## config.mk

```make
export PLATFORM = sky130hd
export DESIGN_NAME = pci_tgt_cmd_handler
export DESIGN_NICKNAME = d
export VERILOG_FILES = /design/src/rtl/pci_tgt_pkg.sv /design/src/rtl/pci_tgt_cmd_decode.sv /design/src/rtl/pci_tgt_lane_pick.sv /design/src/rtl/pci_tgt_req_seq.sv /design/src/rtl/pci_tgt_cmd_handler.sv
export SDC_FILE = /design/constraint.sdc
export NUM_CORES = 1
export LEC_CHECK = 0
export BUFFER_PORTS_ARGS = -buffer_cell sky130_fd_sc_hd__buf_2
export CORE_MARGIN = 8
export CORE_UTILIZATION = 50
export CTS_CLUSTER_DIAMETER = 200
export DETAILED_ROUTE_END_ITERATION = 8
export PLACE_DENSITY = 0.75
export SLEW_MARGIN = 20
export SYNTH_ARGS = -nofsm -noshare
export SYNTH_HDL_FRONTEND = slang
export SYNTH_SLANG_ARGS = --single-unit
export TNS_END_PERCENT = 1
```

## constraint.sdc

```tcl
create_clock -name clk -period 12 [get_ports clk]
set_input_delay 2.4 -clock clk [delete_from_list [all_inputs] [get_ports clk]]
set_output_delay 2.4 -clock clk [all_outputs]
set_load 0.01 [all_outputs]
```

## src/rtl/pci_tgt_pkg.sv

```systemverilog
package pci_tgt_pkg;

  typedef enum logic [1:0] {
    SZ_BYTE = 2'd0,
    SZ_WORD = 2'd1,
    SZ_LINE = 2'd2
  } lsize_e;

  typedef enum logic [3:0] {
    K_IGNORE,
    K_DAC,
    K_RD_WORD,
    K_RD_LINE,
    K_RD_TWO,
    K_WR,
    K_WR_INV,
    K_CFG_RD,
    K_CFG_WR
  } kind_e;

  localparam logic [3:0] CMD_MEM_RD  = 4'b0110;
  localparam logic [3:0] CMD_MEM_WR  = 4'b0111;
  localparam logic [3:0] CMD_CFG_RD  = 4'b1010;
  localparam logic [3:0] CMD_CFG_WR  = 4'b1011;
  localparam logic [3:0] CMD_RD_MULT = 4'b1100;
  localparam logic [3:0] CMD_DUAL    = 4'b1101;
  localparam logic [3:0] CMD_RD_LINE = 4'b1110;
  localparam logic [3:0] CMD_WR_INV  = 4'b1111;

endpackage

```

## src/rtl/pci_tgt_cmd_decode.sv

```systemverilog
module pci_tgt_cmd_decode
  import pci_tgt_pkg::*;
(
  input  logic [3:0] cmd,
  input  logic       idsel,
  input  logic       agent_mode,
  input  logic       prefetch,
  input  logic       dual_pend,
  output kind_e      kind
);

  always_comb begin
    kind = K_IGNORE;
    case (cmd)
      CMD_MEM_RD:  kind = prefetch ? K_RD_LINE : K_RD_WORD;
      CMD_MEM_WR:  kind = K_WR;
      CMD_CFG_RD:  kind = (agent_mode && idsel) ? K_CFG_RD : K_IGNORE;
      CMD_CFG_WR:  kind = (agent_mode && idsel) ? K_CFG_WR : K_IGNORE;
      CMD_RD_MULT: kind = K_RD_TWO;
      CMD_DUAL:    kind = dual_pend ? K_IGNORE : K_DAC;
      CMD_RD_LINE: kind = K_RD_LINE;
      CMD_WR_INV:  kind = K_WR_INV;
      default:     kind = K_IGNORE;
    endcase
  end

endmodule

```

## src/rtl/pci_tgt_lane_pick.sv

```systemverilog
module pci_tgt_lane_pick #(
  parameter int LANES = 4,
  parameter int IDX_W = $clog2(LANES)
) (
  input  logic [LANES-1:0] mask,
  output logic [LANES-1:0] first_oh,
  output logic [IDX_W-1:0] first_idx
);

  genvar g;
  generate
    for (g = 0; g < LANES; g++) begin : g_lane
      if (g == 0) begin : g_low
        assign first_oh[g] = mask[g];
      end else begin : g_up
        assign first_oh[g] = mask[g] & ~(|mask[g-1:0]);
      end
    end
  endgenerate

  always_comb begin
    first_idx = '0;
    for (int i = 0; i < LANES; i++) begin
      if (first_oh[i]) first_idx = first_idx | IDX_W'(i);
    end
  end

endmodule

```

## src/rtl/pci_tgt_req_seq.sv

```systemverilog
module pci_tgt_req_seq
  import pci_tgt_pkg::*;
#(
  parameter int PCI_AW     = 32,
  parameter int LINE_BYTES = 32,
  parameter int LA_W       = 2 * PCI_AW,
  parameter int LANES      = PCI_AW / 8
) (
  input  logic              clk,
  input  logic              rst_n,
  input  logic              load,
  input  kind_e             kind,
  input  logic [LA_W-1:0]   addr,
  input  logic [LANES-1:0]  be_n,
  input  logic [PCI_AW-1:0] wdata,
  input  logic              lreq_ready,
  output logic              lreq_valid,
  output logic              lreq_write,
  output logic              lreq_cfg,
  output logic [1:0]        lreq_size,
  output logic [LA_W-1:0]   lreq_addr,
  output logic [PCI_AW-1:0] lreq_data,
  output logic              done,
  output logic              idle
);

  localparam int IDX_W    = $clog2(LANES);
  localparam int LINE_LSB = $clog2(LINE_BYTES);

  typedef enum logic [1:0] {S_IDLE, S_ISSUE, S_FIN} st_e;

  st_e               st_q, st_d;
  logic [LA_W-1:0]   addr_q, addr_d;
  logic              write_q, write_d;
  logic              cfg_q, cfg_d;
  lsize_e            size_q, size_d;
  logic [LANES-1:0]  lanes_q, lanes_d;
  logic              two_q, two_d;
  logic [PCI_AW-1:0] data_q, data_d;

  logic [LANES-1:0]  pick_oh;
  logic [IDX_W-1:0]  pick_idx;
  logic              fire;
  logic              op_en;
  logic [LA_W-1:0]   next_line;

  pci_tgt_lane_pick #(.LANES(LANES), .IDX_W(IDX_W)) u_pick (
    .mask      (lanes_q),
    .first_oh  (pick_oh),
    .first_idx (pick_idx)
  );

  assign fire      = (st_q == S_ISSUE) && lreq_ready;
  assign op_en     = ((st_q == S_IDLE) && load) || fire;
  assign next_line = {addr_q[LA_W-1:LINE_LSB], {LINE_LSB{1'b0}}} + LA_W'(LINE_BYTES);

  always_comb begin
    st_d    = st_q;
    addr_d  = addr_q;
    write_d = write_q;
    cfg_d   = cfg_q;
    size_d  = size_q;
    lanes_d = lanes_q;
    two_d   = two_q;
    data_d  = data_q;
    case (st_q)
      S_IDLE: begin
        if (load) begin
          addr_d  = {addr[LA_W-1:IDX_W], {IDX_W{1'b0}}};
          write_d = kind inside {K_WR, K_WR_INV, K_CFG_WR};
          cfg_d   = kind inside {K_CFG_RD, K_CFG_WR};
          two_d   = (kind == K_RD_TWO);
          lanes_d = write_d ? ~be_n : '0;
          data_d  = wdata;
          if (kind inside {K_RD_LINE, K_RD_TWO})  size_d = SZ_LINE;
          else if (write_d && (be_n != '0))       size_d = SZ_BYTE;
          else                                    size_d = SZ_WORD;
          st_d = (write_d && (&be_n)) ? S_FIN : S_ISSUE;
        end
      end
      S_ISSUE: begin
        if (fire) begin
          if (size_q == SZ_BYTE) begin
            lanes_d = lanes_q & ~pick_oh;
            if (lanes_d == '0) st_d = S_FIN;
          end else if (two_q) begin
            two_d  = 1'b0;
            addr_d = next_line;
          end else begin
            st_d = S_FIN;
          end
        end
      end
      S_FIN:   st_d = S_IDLE;
      default: st_d = S_IDLE;
    endcase
  end

  always_ff @(posedge clk or negedge rst_n) begin
    if (!rst_n) begin
      st_q <= S_IDLE;
    end else begin
      st_q <= st_d;
    end
  end

  always_ff @(posedge clk or negedge rst_n) begin
    if (!rst_n) begin
      addr_q  <= '0;
      write_q <= 1'b0;
      cfg_q   <= 1'b0;
      size_q  <= SZ_WORD;
      lanes_q <= '0;
      two_q   <= 1'b0;
      data_q  <= '0;
    end else if (op_en) begin
      addr_q  <= addr_d;
      write_q <= write_d;
      cfg_q   <= cfg_d;
      size_q  <= size_d;
      lanes_q <= lanes_d;
      two_q   <= two_d;
      data_q  <= data_d;
    end
  end

  assign lreq_valid = (st_q == S_ISSUE);
  assign lreq_write = write_q;
  assign lreq_cfg   = cfg_q;
  assign lreq_size  = size_q;
  assign lreq_addr  = (size_q == SZ_BYTE) ? {addr_q[LA_W-1:IDX_W], pick_idx} : addr_q;
  assign lreq_data  = (size_q == SZ_BYTE) ? PCI_AW'(data_q[{pick_idx, 3'b000} +: 8]) : data_q;
  assign done       = (st_q == S_FIN);
  assign idle       = (st_q == S_IDLE);

endmodule

```

## src/rtl/pci_tgt_cmd_handler.sv

```systemverilog
module pci_tgt_cmd_handler
  import pci_tgt_pkg::*;
#(
  parameter int PCI_AW     = 32,
  parameter int LINE_BYTES = 32,
  parameter int LA_W       = 2 * PCI_AW,
  parameter int LANES      = PCI_AW / 8
) (
  input  logic              clk,
  input  logic              rst_n,
  input  logic              agent_mode,
  input  logic              cap_valid,
  input  logic [3:0]        cap_cmd,
  input  logic [PCI_AW-1:0] cap_addr,
  input  logic [LANES-1:0]  cap_be_n,
  input  logic [PCI_AW-1:0] cap_wdata,
  input  logic              cap_idsel,
  input  logic              cap_prefetch,
  output logic              claim,
  output logic              ignore,
  output logic              inval_valid,
  output logic [LA_W-1:0]   inval_addr,
  output logic              lreq_valid,
  input  logic              lreq_ready,
  output logic              lreq_write,
  output logic              lreq_cfg,
  output logic [1:0]        lreq_size,
  output logic [LA_W-1:0]   lreq_addr,
  output logic [PCI_AW-1:0] lreq_data,
  output logic              done
);

  localparam int LINE_LSB = $clog2(LINE_BYTES);

  logic              rst_s1, rst_sn;
  logic              idle;
  logic              take;
  logic              load;
  kind_e             kind;
  logic              dual_q, dual_d;
  logic [PCI_AW-1:0] low_q, low_d;
  logic [LA_W-1:0]   full_addr;
  logic              claim_d, ignore_d, inval_d;
  logic [LA_W-1:0]   inval_addr_d;

  // reset asserted asynchronously, released on a clock edge
  always_ff @(posedge clk or negedge rst_n) begin
    if (!rst_n) begin
      rst_s1 <= 1'b0;
      rst_sn <= 1'b0;
    end else begin
      rst_s1 <= 1'b1;
      rst_sn <= rst_s1;
    end
  end

  pci_tgt_cmd_decode u_dec (
    .cmd        (cap_cmd),
    .idsel      (cap_idsel),
    .agent_mode (agent_mode),
    .prefetch   (cap_prefetch),
    .dual_pend  (dual_q),
    .kind       (kind)
  );

  assign take      = cap_valid && idle;
  assign load      = take && (kind != K_IGNORE) && (kind != K_DAC);
  assign full_addr = dual_q ? {cap_addr, low_q} : {{PCI_AW{1'b0}}, cap_addr};

  always_comb begin
    claim_d      = take && (kind != K_IGNORE);
    ignore_d     = take && (kind == K_IGNORE);
    inval_d      = take && (kind == K_WR_INV);
    inval_addr_d = {full_addr[LA_W-1:LINE_LSB], {LINE_LSB{1'b0}}};
    dual_d       = dual_q;
    low_d        = low_q;
    if (take) begin
      dual_d = (kind == K_DAC);
      if (kind == K_DAC) low_d = cap_addr;
    end
  end

  always_ff @(posedge clk or negedge rst_sn) begin
    if (!rst_sn) begin
      claim       <= 1'b0;
      ignore      <= 1'b0;
      inval_valid <= 1'b0;
    end else begin
      claim       <= claim_d;
      ignore      <= ignore_d;
      inval_valid <= inval_d;
    end
  end

  always_ff @(posedge clk or negedge rst_sn) begin
    if (!rst_sn) begin
      inval_addr <= '0;
    end else if (inval_d) begin
      inval_addr <= inval_addr_d;
    end
  end

  always_ff @(posedge clk or negedge rst_sn) begin
    if (!rst_sn) begin
      dual_q <= 1'b0;
      low_q  <= '0;
    end else if (take) begin
      dual_q <= dual_d;
      low_q  <= low_d;
    end
  end

  pci_tgt_req_seq #(
    .PCI_AW     (PCI_AW),
    .LINE_BYTES (LINE_BYTES),
    .LA_W       (LA_W),
    .LANES      (LANES)
  ) u_seq (
    .clk        (clk),
    .rst_n      (rst_sn),
    .load       (load),
    .kind       (kind),
    .addr       (full_addr),
    .be_n       (cap_be_n),
    .wdata      (cap_wdata),
    .lreq_ready (lreq_ready),
    .lreq_valid (lreq_valid),
    .lreq_write (lreq_write),
    .lreq_cfg   (lreq_cfg),
    .lreq_size  (lreq_size),
    .lreq_addr  (lreq_addr),
    .lreq_data  (lreq_data),
    .done       (done),
    .idle       (idle)
  );

endmodule

```

# ---- Word-level counts from Yosys, hierarchy flattened
# Index checks and enable logic that the tools add are counted.
dict set report word_totals {
  register_bits 204
  input_bits 79
  out_inout_bits 169
  wordCells 116
}
dict set report op_classes {
  addsub 1
  eq_ne 25
  shifts 1
  mux 34
  bitwise_logic 9
  n_reduce_logical 30
}
# operator count
set op_table {}
lappend op_table {{64-bit two-way mux} 5}
lappend op_table {{64-bit case mux with 2 select lines} 1}
lappend op_table {{64-bit by 6-bit adder with 64-bit output, second input constant} 1}
lappend op_table {{32-bit two-way mux} 1}
lappend op_table {{4-bit case mux with 8 select lines} 1}
lappend op_table {{32-bit by 6-bit variable part select with 8-bit output} 1}
lappend op_table {{4-bit == test, second input constant} 7}
lappend op_table {{4-bit by 3-bit == test with 1-bit output, second input constant} 6}
lappend op_table {{2-bit two-way mux} 10}
lappend op_table {{4-bit two-way mux} 5}
lappend op_table {{1-bit logical AND} 10}
lappend op_table {{5-bit AND reduction} 2}
lappend op_table {{4-bit logical NOT} 2}
lappend op_table {{2-bit by 1-bit inequality test with 1-bit output, second input constant} 4}
lappend op_table {{4-bit inverter} 2}
lappend op_table {{4-bit case mux with 2 select lines} 1}
lappend op_table {{4-bit AND reduction} 2}
lappend op_table {{4-bit nonzero test} 2}
lappend op_table {{1-bit two-way mux} 7}
lappend op_table {{3-bit inequality test, second input constant} 2}
lappend op_table {{6-bit AND reduction} 1}
lappend op_table {{2-bit nonzero test} 3}
lappend op_table {{4-bit AND} 1}
lappend op_table {{4-bit by 1-bit == test with 1-bit output, second input constant} 1}
lappend op_table {{17 further kinds} 22}

# ---- Depth between registers and ports, before layout
dict set report depth {
  word_depth 10
  depth_mapped 9
  depth_no_buf 7
}

# ---- Hierarchy
# From an unflattened synthesis, not the netlist that was laid out.
dict set report unflattened {
  cells_unflattened 1092
  hier_area_um2 10948.0
}
# module instances cells_per_inst area_each_um2 seq_area_each_um2
set modules_own_cells {}
lappend modules_own_cells {pci_tgt_req_seq 1 778 6248.5 2628.8}
lappend modules_own_cells {pci_tgt_cmd_handler 1 288 4529.3 2427.3}
lappend modules_own_cells {pci_tgt_cmd_decode 1 17 106.4 0.0}
lappend modules_own_cells {pci_tgt_lane_pick 1 9 63.8 0.0}

# ---- Worst setup path before layout
# OpenSTA, ideal clock, no wires.
dict set report synth_path {
  kind {in2reg}
  startpoint {in cap_valid}
  endpoint {reg inval_addr[58]}
  setup_time_ns 0.125
  arrival_ns 3.852
  t_required_ns 11.875
  setup_slack_ns 8.023
  path_stages 7
  n_path_buf 2
  cell_sequence {or3b_4 -> nor2_1 -> nand3_1 -> clkbuf_1 -> inv_1 -> buf_2 -> mux2_2}
}
dict set report synth_via {
  elab_chain_len 2
}
# item line_no
set synth_lines {}
lappend synth_lines {{from (decl)} pci_tgt_cmd_handler.sv:12} ;# input logic cap_valid,
lappend synth_lines {{1-bit logical AND} pci_tgt_cmd_handler.sv:66} ;# assign take = cap_valid && idle;
lappend synth_lines {{1-bit logical AND} pci_tgt_cmd_handler.sv:73} ;# inval_d = take && (kind == K_WR_INV);
lappend synth_lines {{to (signal assigned)} pci_tgt_cmd_handler.sv:99} ;# inval_addr <= inval_addr_d;
lappend synth_lines {{to (decl)} pci_tgt_cmd_handler.sv:22} ;# output logic [LA_W-1:0] inval_addr,
# No other way between the ends.
# A chain may end at the register's enable or synchronous reset.

# ---- Worst setup path in the final report
dict set report layout_path {
  startpoint {reg u_seq.size_q[1], in the netlist u_seq.lreq_size[1]}
  endpoint {out lreq_data[5]}
}
dict set report layout_via {
  elab_chain_len 2
}
# item line_no
set layout_lines {}
lappend layout_lines {{from (decl)} pci_tgt_req_seq.sv:36} ;# lsize_e size_q, size_d;
lappend layout_lines {{from (signal assigned)} pci_tgt_req_seq.sv:120} ;# size_q <= size_d;
lappend layout_lines {{2-bit logical NOT} pci_tgt_req_seq.sv:132} ;# assign lreq_data = (size_q == SZ_BYTE) ? PCI_AW'(data_q[{pick_idx, 3'b000} +: 8]) : data_q;
lappend layout_lines {{32-bit two-way mux} pci_tgt_req_seq.sv:132}
lappend layout_lines {{to (decl)} pci_tgt_cmd_handler.sv:29} ;# output logic [PCI_AW-1:0] lreq_data,
# No other way between the ends.

==> flow_summary.toml <==
[layout]
area_delta_synth_final_pct = 18.5
multi_input_comb_area_um2 = 4800
regArea_um2 = 5010
final_nets = 1404
nFillCells = 1772
layout-drive-gt1-share = 0.268
n_antenna_cell = 0

[setup_path]
reg2reg_depth = 8
reg2reg_to = "u_seq.addr_q[60]$_DFFE_PN0P_"
r2r_slack_ns = 8.30
critical_path_arrival_ns = 2.40
rr_startpoint = "dual_q$_DFFE_PN0P_"
critPathKind = "reg -> out"
cp_slowest_cell = "or2_2"
cp-end-kind = "primary output"
critical-path-max-stage-delay_ns = 0.55
path_cells = "or2_2 > nor2_1 > o31ai_1 > nand2_1 > o21ai_0 > buf_2"
critPathMaxFanout = 37
startpoint_type = "flip-flop"
required_ns = 9.60

[grt]
grt_overflow = 0
grt_max_degree = 93
antenna_found_initial = 0
grt_use_total = 0.265
grt_pass1_wl_um = 53400
grt_pass1_vias = 9460

[synth]
ys_top_cells_by_area = "dfrtp_1 49%, nand2_1 9.2%, o21ai_0 4.8%, a21oi_1 4.2%, mux2_2 3.9%"
synth_top_area_frac = 0.489
async_flop_share = 1.00
ys_types = 73
yosys-top-cells-count = "251 x nand2_1, 199 x dfrtp_1, 97 x o21ai_0, 86 x a21oi_1, 56 x nand3_1"
netlist_instances = 1127
synth-compound-area-share = 0.178
synthAdderAreaFrac = 0.00123
avgSynthCellArea_um2 = 9.04
synth_most_common_cell = "nand2_1"
ys_seq_area_frac = 0.491
synth_xor_area_frac = 0
ys.flop_type = "dfrtp_1"
synth_top_family_by_area = "simple AND/OR/NAND/NOR gates"
yosys.area_share.simple = 0.219
synth_top_area_cell = "dfrtp_1"
yosysWarnings = 0
synth_edf_count = 0
synthesis.area_um2 = 10200
ys_ff_latch = 200
muxShareOfSynthArea = 0.0692

[floorplanning]
coreArea_um2 = 20100
die_area_um2 = 25200
initial_utilization = 0.507
die_h_um = 159
fp.dieW_um = 159
rows = 52
io_pins = 248

[power_and_ir_drop]
ir_drop_mv = 0.114
leakagePower_uw = 0.00574
power.density_nw_per_um2 = 243

[clocking]
cts_max_level = 4
clkLatencyLatePin_ns = 0.45
clkTransAtPathRegs_ns = 0.08
cts_sinks = 200
post_cts_hold_buffer_count = 0
root_buffer = "clkbuf_16"
cts_buffers = 17
cts_tree = "built"
clock_path_buffers = 2
ctsResizeCount = 0
post_cts_buffers = 0

[placed_design]
dp_hpwl_um = 24600
gp_congestion = 0.963
port-buffer-count = 242

[timing]
setup_viol = 0
clock_skew_ns = 0.0112
maxSlewHeadroom = 0.297
finalCriticalPeriod_ns = 4.80
worst_pin_slew_ns = 1.05
finalCritPeriodShare = 0.400
timing.hold.ws_ns = 0.353
fin_setup_tns_ns = 0
finalHoldViolations = 0
maxSlewViolCount = 0
fmax_mhz = 208
rsz0062_at_grt = "no"

[routing]
drt_iter0_drc = 1314
wl_per_cell_um = 21.3
route.detailed.drc = 0
num_vias = 9742
firstDrtPassIters = 6
drt-vias-per-instance = 6.06
wirelength_um = 34300
final_antenna_net_count = 0

[min_path]
min_path_cells = 0
hp-class = "reg -> reg"
hp-start = "rst_s1$_DFF_PN0_"
hold_end = "rst_sn$_DFF_PN0_"

[outcome]
status = "complete, no violations"

[run]
cap_violations = 0
[routing by layer]
layer,track usage,up-vias,part of all wire
li1,-,4395,-
met1,0.342,4714,0.40
met2,0.410,556,0.46
met3,0.0711,77,0.097
met4,0.118,0,0.041
met5,0,-,0
[logic make-up after synthesis]
kind of cell | after synthesis
simple gates | 477
compound gates | 294
buf+inv | 87
fa+ha+maj | 1
flops | 200
mux | 66
other cells | 2
[power by group]
part | switching (uW) | internal [uW]
Clock | 293 | 285
Combinational | 743 | 452
Sequential | 238 | 922
Total | 1270 | 1660
[per-stage QoR]
step,instances,cell area (um2),setup slack (ns),total power [uW],util
floorplan,1131,10200,6.02,1860,-
global placement,1575,11500,6.99,2310,0.570
detailed placement,1575,11500,6.85,2350,0.570
CTS,1607,12100,7.19,2930,0.600
global route,1607,12100,7.04,3110,0.601
finish,1607,12100,7.20,2930,0.601
[sequential cells by signal, summed over array words and instances, names as in the netlist]
name / count
u_seq.addr_q: 62
inval_addr: 59
u_seq.data_q: 32
low_q: 30
u_seq.lanes_q: 4
u_seq.lreq_size: 2
u_seq.st_q: 2
claim: 1
dual_q: 1
ignore: 1
inval_valid: 1
rst_s1: 1
rst_sn: 1
u_seq.lreq_cfg: 1
u_seq.lreq_write: 1
u_seq.two_q: 1
[layout make-up]
class / count / area share
well taps: 270 / 0.0280
repair buffers: 253 / 0.107
clock buffers: 18 / 0.0364
inverters: 8 / 0.00249
multi-input cells: 844 / 0.398
flip-flops and latches: 200 / 0.415
clock inverters: 14 / 0.0130
[how the worst max path moves through the flow]
stage | slack, ns | to | startpoint
final | 7.20 | lreq_data[5] | u_seq.lreq_size[1]$_DFFE_PN0P_
after global placement | 6.99 | u_seq.addr_q[60]$_DFFE_PN0P_ | cap_valid
after detailed placement | 6.85 | u_seq.addr_q[60]$_DFFE_PN0P_ | cap_valid
after floorplan | 6.02 | claim$_DFF_PN0_ | rst_sn$_DFF_PN0_
after global routing | 7.04 | lreq_data[3] | u_seq.lreq_size[0]$_DFFE_PN1P_
after CTS | 7.19 | lreq_data[5] | u_seq.lreq_size[1]$_DFFE_PN0P_
[cells in the final DEF, fill, tap and decap left out, types with 8 or more instances in the layout]
cell type / count
nand2_1: 251
buf_2: 242
dfrtp_1: 197
o21ai_0: 96
a21oi_1: 86
nor2_1: 55
nand3_1: 55
mux2_2: 35
and2_1: 34
mux2i_1: 31
clkbuf_16: 17
nor3_1: 16
o31ai_1: 15
a31oi_1: 13
nand4_1: 13
and3_1: 11
a22oi_1: 10
buf_4: 10
o22a_1: 9
o22ai_1: 8
nor4_1: 8
o32a_1: 8
[critical path: cells and delay by family, from the launching register on]
kind	cells	cell delay (ns)
buffers and inverters	1	0.18
and+or+nand+nor	3	0.96
AOI/OAI and AO/OA	2	0.38
DFF	1	0.44
Note: power is estimated with default switching activity, not from simulation.
